**src/rtl/deser_lock_pkg.sv**
```systemverilog
`timescale 1ns/1ps
// Shared types of the lock controller.
// Assumes: one clock domain for all sequencing.
package deser_lock_pkg;

    typedef enum logic [2:0] {
        ST_OFF     = 3'd0,  // powered down, pins tristated
        ST_REFLOCK = 3'd1,  // PLL settling on the reference clock
        ST_HUNT    = 3'd2,  // searching for a transition word
        ST_LOCKED  = 3'd3,  // valid data, recovered clock out
        ST_NOACT   = 3'd4   // serial input not switching
    } lock_state_e;

endpackage

```
**src/rtl/lock_cycle_timer.sv**
```systemverilog
`timescale 1ns/1ps
// Saturating cycle counter that raises hit on the cycle it reaches LIMIT-1.
// Counts while run is high, clears on clr or when run is low.
// Assumes: LIMIT >= 1.
module lock_cycle_timer #(
    parameter int LIMIT = 16
) (
    input  logic clk,
    input  logic rst_n,
    input  logic run,
    input  logic clr,
    output logic hit
);
    localparam int W = (LIMIT > 1) ? $clog2(LIMIT) : 1;
    localparam logic [W-1:0] LAST = W'(LIMIT - 1);

    logic [W-1:0] cnt;

    // Count cycles spent in the watched condition, holding at the top.
    always_ff @(posedge clk) begin
        if (!rst_n || clr || !run)
            cnt <= '0;
        else if (cnt != LAST)
            cnt <= cnt + 1'b1;
    end

    assign hit = run && (cnt == LAST);
endmodule

```
**src/rtl/lock_clk_switch.sv**
```systemverilog
`timescale 1ns/1ps
// Clock-source select with a stretch request ahead of every change.
// A mismatch between want and the applied select raises a one-cycle
// stretch; the select toggles on the edge that ends it.
// Assumes: pwr_on low returns the select to the reference clock at once.
module lock_clk_switch (
    input  logic clk,
    input  logic rst_n,
    input  logic pwr_on,
    input  logic want,
    output logic sel,
    output logic stretch
);
    // Issue the stretch, then apply the new source one cycle later.
    always_ff @(posedge clk) begin
        if (!rst_n || !pwr_on) begin
            sel     <= 1'b0;
            stretch <= 1'b0;
        end else if (stretch) begin
            stretch <= 1'b0;
            sel     <= ~sel;
        end else if (want != sel) begin
            stretch <= 1'b1;
        end
    end
endmodule

```
**src/rtl/deser_lock_ctrl.sv**
```systemverilog
`timescale 1ns/1ps
// Lock and output-state controller for a serial video receiver.
// Sequences power-down, reference-clock lock, word search and lock,
// and maps the state onto pin drive, force-low and clock-source controls.
// Assumes: strobes are synchronous to clk; REF_LOCK_CYCLES = 0 means the
// PLL pulse alone ends reference lock.
module deser_lock_ctrl #(
    parameter int REF_LOCK_CYCLES = 16385,
    parameter int TIMEOUT_CYCLES  = 1 << 20
) (
    input  logic clk,
    input  logic rst_n,
    input  logic pwr_n,
    input  logic oe,
    input  logic ref_locked,
    input  logic xword_found,
    input  logic in_active,
    output logic lock_n,
    output logic clk_sel,
    output logic stretch_req,
    output logic drv_en,
    output logic force_low,
    output logic pll_run
);
    import deser_lock_pkg::*;

    lock_state_e state, state_nx;
    logic        in_ref, in_lock, ref_done, word_lost;

    assign in_ref  = (state == ST_REFLOCK);
    assign in_lock = (state == ST_LOCKED);

    // Reference-lock end: bounded by a counter unless the bound is zero.
    generate
        if (REF_LOCK_CYCLES > 0) begin : g_ref_bound
            logic bound_hit;
            lock_cycle_timer #(.LIMIT(REF_LOCK_CYCLES)) u_ref_tmr (
                .clk  (clk),
                .rst_n(rst_n),
                .run  (in_ref),
                .clr  (1'b0),
                .hit  (bound_hit)
            );
            assign ref_done = in_ref && (bound_hit || ref_locked);
        end else begin : g_ref_pulse
            assign ref_done = in_ref && ref_locked;
        end
    endgenerate

    // Watchdog on the recurrence of transition words while locked.
    logic wd_hit;
    lock_cycle_timer #(.LIMIT(TIMEOUT_CYCLES)) u_word_wd (
        .clk  (clk),
        .rst_n(rst_n),
        .run  (in_lock),
        .clr  (xword_found),
        .hit  (wd_hit)
    );
    assign word_lost = wd_hit && !xword_found;

    // Next-state selection; power-down overrides every state.
    always_comb begin
        state_nx = state;
        if (!pwr_n) begin
            state_nx = ST_OFF;
        end else begin
            unique case (state)
                ST_OFF:     state_nx = ST_REFLOCK;
                ST_REFLOCK: if (ref_done) state_nx = ST_HUNT;
                ST_HUNT: begin
                    if (!in_active)       state_nx = ST_NOACT;
                    else if (xword_found) state_nx = ST_LOCKED;
                end
                ST_LOCKED: begin
                    if (!in_active)     state_nx = ST_NOACT;
                    else if (word_lost) state_nx = ST_HUNT;
                end
                ST_NOACT:   if (in_active) state_nx = ST_HUNT;
                default:    state_nx = ST_OFF;
            endcase
        end
    end

    // State register.
    always_ff @(posedge clk) begin
        if (!rst_n) state <= ST_OFF;
        else        state <= state_nx;
    end

    // Clock source follows the lock state through a stretched switch.
    lock_clk_switch u_clk_sw (
        .clk    (clk),
        .rst_n  (rst_n),
        .pwr_on (state != ST_OFF),
        .want   (in_lock),
        .sel    (clk_sel),
        .stretch(stretch_req)
    );

    // Pin-level controls derived from state and the enable inputs.
    always_comb begin
        pll_run   = (state != ST_OFF);
        drv_en    = oe && pwr_n && pll_run;
        lock_n    = !in_lock;
        force_low = !in_lock;
    end
endmodule

```
**config.mk**
```make
export PLATFORM = sky130hd
export DESIGN_NAME = deser_lock_ctrl
export DESIGN_NICKNAME = d
export VERILOG_FILES = /design/src/rtl/deser_lock_pkg.sv /design/src/rtl/lock_cycle_timer.sv /design/src/rtl/lock_clk_switch.sv /design/src/rtl/deser_lock_ctrl.sv
export SDC_FILE = /design/constraint.sdc
export NUM_CORES = 1
export LEC_CHECK = 0
export ABC_CLOCK_PERIOD_IN_PS = 1880
export CORE_AREA = 2 2 65 67
export DETAILED_ROUTE_END_ITERATION = 16
export DIE_AREA = 0 0 67 69
export DONT_BUFFER_PORTS = 1
export PLACE_DENSITY = 0.72
export SLEW_MARGIN = 20
export SYNTH_ARGS = -nofsm -noshare
export SYNTH_HDL_FRONTEND = slang
export SYNTH_SLANG_ARGS = --single-unit
```
**constraint.sdc**
```tcl
create_clock -name clk -period 1.88 [get_ports clk]
set_clock_uncertainty 0.1 [all_clocks]
set_input_delay 0.094 -clock clk [delete_from_list [all_inputs] [get_ports clk]]
set_output_delay 0.094 -clock clk [all_outputs]
set_load 0.01 [all_outputs]
```
== Word-level counts from Yosys, hierarchy flattened ==
Index checks and enable logic that the tools add are counted.
Widths: inputs -> output; s select.

* Flip-flop bits (word level): 40
* Bits of input ports: 7
* Output and inout bits: 6
* Logic and storage cells: 50

* Add/subtract/negate cells: 2
* Eq/ne operators: 13
* Mux-type cells: 8
* Bitwise operators: 1
* Reduce and logical (&&, ||, !) cells: 21

{| class="wikitable"
|+ Operator list
! cell !! count
|-
| $add 20x1->20 const B || 1
|-
| $eq 20x20->1 const B || 1
|-
| $ne 20x20->1 const B || 1
|-
| $mux 3 || 6
|-
| $add 15x1->15 const B || 1
|-
| $eq 15x15->1 const B || 1
|-
| $ne 15x15->1 const B || 1
|-
| $pmux 3 s5 || 1
|-
| $eq 3x2->1 const B || 2
|-
| $logic_and 1x1->1 || 6
|-
| $ne 3x3->1 const B || 2
|-
| $logic_not 1->1 || 5
|-
| $logic_or 1x1->1 || 5
|-
| $ne 2x2->1 const B || 2
|-
| $reduce_and 4->1 || 1
|-
| $eq 3x1->1 const B || 1
|-
| $eq 3x3->1 const B || 1
|-
| $logic_not 3->1 || 1
|-
| $reduce_bool 3->1 || 1
|-
| $reduce_and 2->1 || 1
|-
| $reduce_or 2->1 || 1
|-
| $mux 1 || 1
|-
| $ne 1x1->1 || 1
|-
| $not 1->1 || 1
|}

== Logic depth before layout (Yosys ltp) ==
* Depth after elaboration: 6
* Depth in mapped cells: 6
* Mapped depth without buffers: 6

== Cells and area by module ==
From an unflattened synthesis, not the netlist that was laid out.

* Cell total of the unflattened synthesis: 267
* Area, all modules: 2,223.4 um^2

{| class="wikitable"
|+ Modules (own cells, without submodules)
! module !! times used !! cells each !! area an instance (um^2)
|-
| lock_cycle_timer at u_word_wd || 1 || 139 || 1,141.1
|-
| lock_cycle_timer at g_ref_bound.u_ref_tmr || 1 || 88 || 783.3
|-
| deser_lock_ctrl || 1 || 33 || 224.0
|-
| lock_clk_switch || 1 || 7 || 75.1
|}

== Worst setup path before layout ==
OpenSTA, ideal clock, no wires.

* Kind: flip-flop to flip-flop
* Start: register u_word_wd.cnt[2]
* End: register u_word_wd.cnt[11]
* Arrival time: 1.652 ns
* Slack: 0.058 ns
* Stages on the path, launching flop included: 6
* Buffers on the path: 1
* Path through: dfxtp_1 nand4_2 or4_1 buf_2 or4_1 a21oi_1

* Cells in the longest elaborated chain, start to end: 1
* Elaborated cells between the ends (all ways): 2

{| class="wikitable"
|+ RTL lines
! what !! RTL line !! text
|-
| start, declared || lock_cycle_timer.sv:17 || <nowiki>logic [W-1:0] cnt;</nowiki>
|-
| start signal, assigned || lock_cycle_timer.sv:24 || <nowiki>cnt <= cnt + 1'b1;</nowiki>
|-
| $add 20x1->20 / $ne 20x20->1 (equally long branches) || lock_cycle_timer.sv:24, lock_cycle_timer.sv:23 ||
|}

Several ways; a longest one is shown, not always the timed one.
A chain may end at the register's enable or synchronous reset.

== Worst setup path in the final report ==
* Start: register u_word_wd.cnt[5]
* End: register u_word_wd.cnt[13]

Same word-level chain as after synthesis.

==> impl_metrics.env <==
export IMPL_grt_pass1_vias=1817
export IMPL_cts_tree="done"
export IMPL_p_per_area_nw_per_um2=660
export IMPL_fillers=362
export IMPL_crit_start="u_word_wd.cnt[5]$_SDFFE_PP0P_"
export IMPL_drv_cap=0
export IMPL_first_iter_violations=87
export IMPL_hp_class="input pin to register"
export IMPL_async_reset_ff_share_pct=0
export IMPL_final_util_pct=61.5
export IMPL_drtAntennaViolNets=0
export IMPL_setup_slack_ps=79.4
export IMPL_p_leak_nw=0.752
export IMPL_worstPathArrival_ps=1920
export IMPL_setup_viol=0
export IMPL_synthCells=258
export IMPL_layout_common_cells="dfxtp_1 (37), nand2_1 (24), nor2_1 (17)"
export IMPL_layout_nets=284
export IMPL_cts_buffers=5
export IMPL_synth_area_leader_cell="dfxtp_1"
export IMPL_port_buffers=0
export IMPL_reg2reg_from="u_word_wd.cnt[5]$_SDFFE_PP0P_"
export IMPL_area_delta_synth_final_pct=13.9
export IMPL_ys_flop_type="dfxtp_1"
export IMPL_gp_congestion=0.827
export IMPL_via_per_inst=5.98
export IMPL_hp_start="in_active"
export IMPL_critPathLaunchType="register"
export IMPL_ios=13
export IMPL_worst_pin_slew_ps=475
export IMPL_mappedNetlistNets=268
export IMPL_dieArea_um2=4620
export IMPL_cts_root_buf="clkbuf_8"
export IMPL_synth_area_leaders="dfxtp_1 (38%), nand2_1 (4.4%), nand4_1 (3.8%)"
export IMPL_wl_mm=4.38
export IMPL_drive_gt1_share_pct=12.7
export IMPL_drt_pass1_iterations=4
export IMPL_tns_ps=0
export IMPL_drc=0
export IMPL_crit_path_end_kind="register"
export IMPL_dp_hpwl_mm=3.02
export IMPL_ir_drop_mv=0.453
export IMPL_clockBufferDepth=2
export IMPL_critical_path_required_ps=2000
export IMPL_final_common_cell="dfxtp_1"
export IMPL_finalPower_mw=1.59
export IMPL_criticalPathCategory="register to register"
export IMPL_grt_pass1_wl_mm=7.87
export IMPL_syn_area_um2=2110
export IMPL_synth_top_area_share_pct=37.9
export IMPL_die_h_um=69
export IMPL_initial_core_util_pct=54.0
export IMPL_fp_coreArea_um2=3910
export IMPL_post_place_ws_ps=3.52
export IMPL_ys_seq_elements=40
export IMPL_syn_avg_cell_area_um2=8.19
export IMPL_period_needed_ps=1800
export IMPL_outcome="complete, no violations"
export IMPL_path_clk_slew_ps=80
export IMPL_synth_seq_area_share_pct=37.9
export IMPL_rsz0062_at_grt="no"
export IMPL_clkSinkCount=40
export IMPL_routedWlPerCell_um=13.5
export IMPL_dr_total_vias=1943
export IMPL_overflow=0
export IMPL_htreeDepth=2
export IMPL_ys_types=41
export IMPL_core_rowCount=23
export IMPL_fin_crit_sh_pct=95.8
export IMPL_grt_antenna_before_repair=0
export IMPL_clk_latency_ps=290
export IMPL_timing_final_hold_violations=0
export IMPL_drv_slew=0
export IMPL_grt_start_max_net_pins=16
export IMPL_slew_headroom_pct=68.3
export IMPL_cp_max_fo=7
export IMPL_whs_ps=25.9
export IMPL_synth_edf_count=0
export IMPL_synth_warning_count=0
export IMPL_n_antenna_cell=0
export IMPL_fmax_mhz=555
export IMPL_die_w_um=67
export IMPL_track_usage_pct=21.1
-- worst paths after layout --
path,slack [ps],end,cells after the start
hold reg to reg,390,u_word_wd.cnt[5]$_SDFFE_PP0P_,2
setup / recovery,80,u_word_wd.cnt[13]$_SDFFE_PP0P_,4
setup reg to reg,80,u_word_wd.cnt[13]$_SDFFE_PP0P_,4
hold / removal,30,state[0]$_SDFFE_PN0P_,3
-- report_power, final --
group,switching (mW),internal [mW],leakage (nW)
Clock,0.304,0.394,0.0552
Sequential,0.00369,0.849,0.324
Combinational,0.0195,0.0158,0.373
Total,0.328,1.26,0.752
-- worst max-delay path, stage by stage (launching register included) --
cell and delay, ps:
dfxtp_2 360, nand4_2 130, or4_4 570, or4_1 410, a21oi_1 150
-- sequential cells by signal, indices dropped and copies added, names as in the netlist --
register	count
u_clk_sw.stretch	1
u_word_wd.cnt	20
state	3
u_clk_sw.sel	1
g_ref_bound.u_ref_tmr.cnt	15
-- cell type report --
type / count / area (um2) / share of cell area [%]
multi-input combinational: 199 / 1230 / 51.2
sequential: 40 / 805 / 33.4
timing repair buffer: 21 / 173 / 7.18
clock buffer: 6 / 72.6 / 3.02
tap: 50 / 62.6 / 2.60
clock inverter: 2 / 35.0 / 1.46
inverter: 7 / 26.3 / 1.09
-- logic make-up (layout without fill, tap and decap cells) --
| kind of cell | after synthesis | count (layout) | share of synthesized area [%] |
|---|---|---|---|
| buffers and inverters | 19 | 36 | 4.26 |
| AOI/OAI and AO/OA | 49 | 49 | 14.5 |
| DFF | 40 | 40 | 37.9 |
| adders and majority gates | 3 | 3 | 1.78 |
| xor gates and xnor gates | 13 | 13 | 5.39 |
| muxes | 4 | 4 | 1.89 |
| and+or+nand+nor | 130 | 130 | 34.3 |
-- what timing repair did --
action / 4_1_cts / 5_1_grt
setup endpoints to repair: 3 / 11
buffers inserted: 0 / 0
hold buffers: 6 / 0
gates resized for setup: 1 / 6
endpoints found under the hold margin: 5 / 0
-- metal layers --
metal	vias up	wire length [um]	global-route usage, %	share of wire [%]
li1	998	-	-	-
met1	911	2130	27.3	49
met2	28	2040	33.4	47
met3	6	148	5.87	3.4
met4	0	66	6.80	1.5
met5	-	0	0	0
-- synth_stat cells (6+ instances only) --
cell type,count
o21ai_0,12
or3_1,6
nand2_1,25
xnor2_1,8
nand4_1,13
nand3_1,14
a21oi_1,15
nor3_1,10
dfxtp_1,40
nor4_1,7
or4_1,7
and4_1,6
o31ai_1,7
inv_1,7
a31oi_1,7
nor2_1,17
clkbuf_1,8
-- per-stage QoR --
stage / cells / instance area (um2)
floorplan: 258 / 2110
global placement: 311 / 2220
detailed placement: 311 / 2220
CTS: 325 / 2400
global route: 325 / 2410
finish: 325 / 2410
Power figures use the tool's default switching activity.
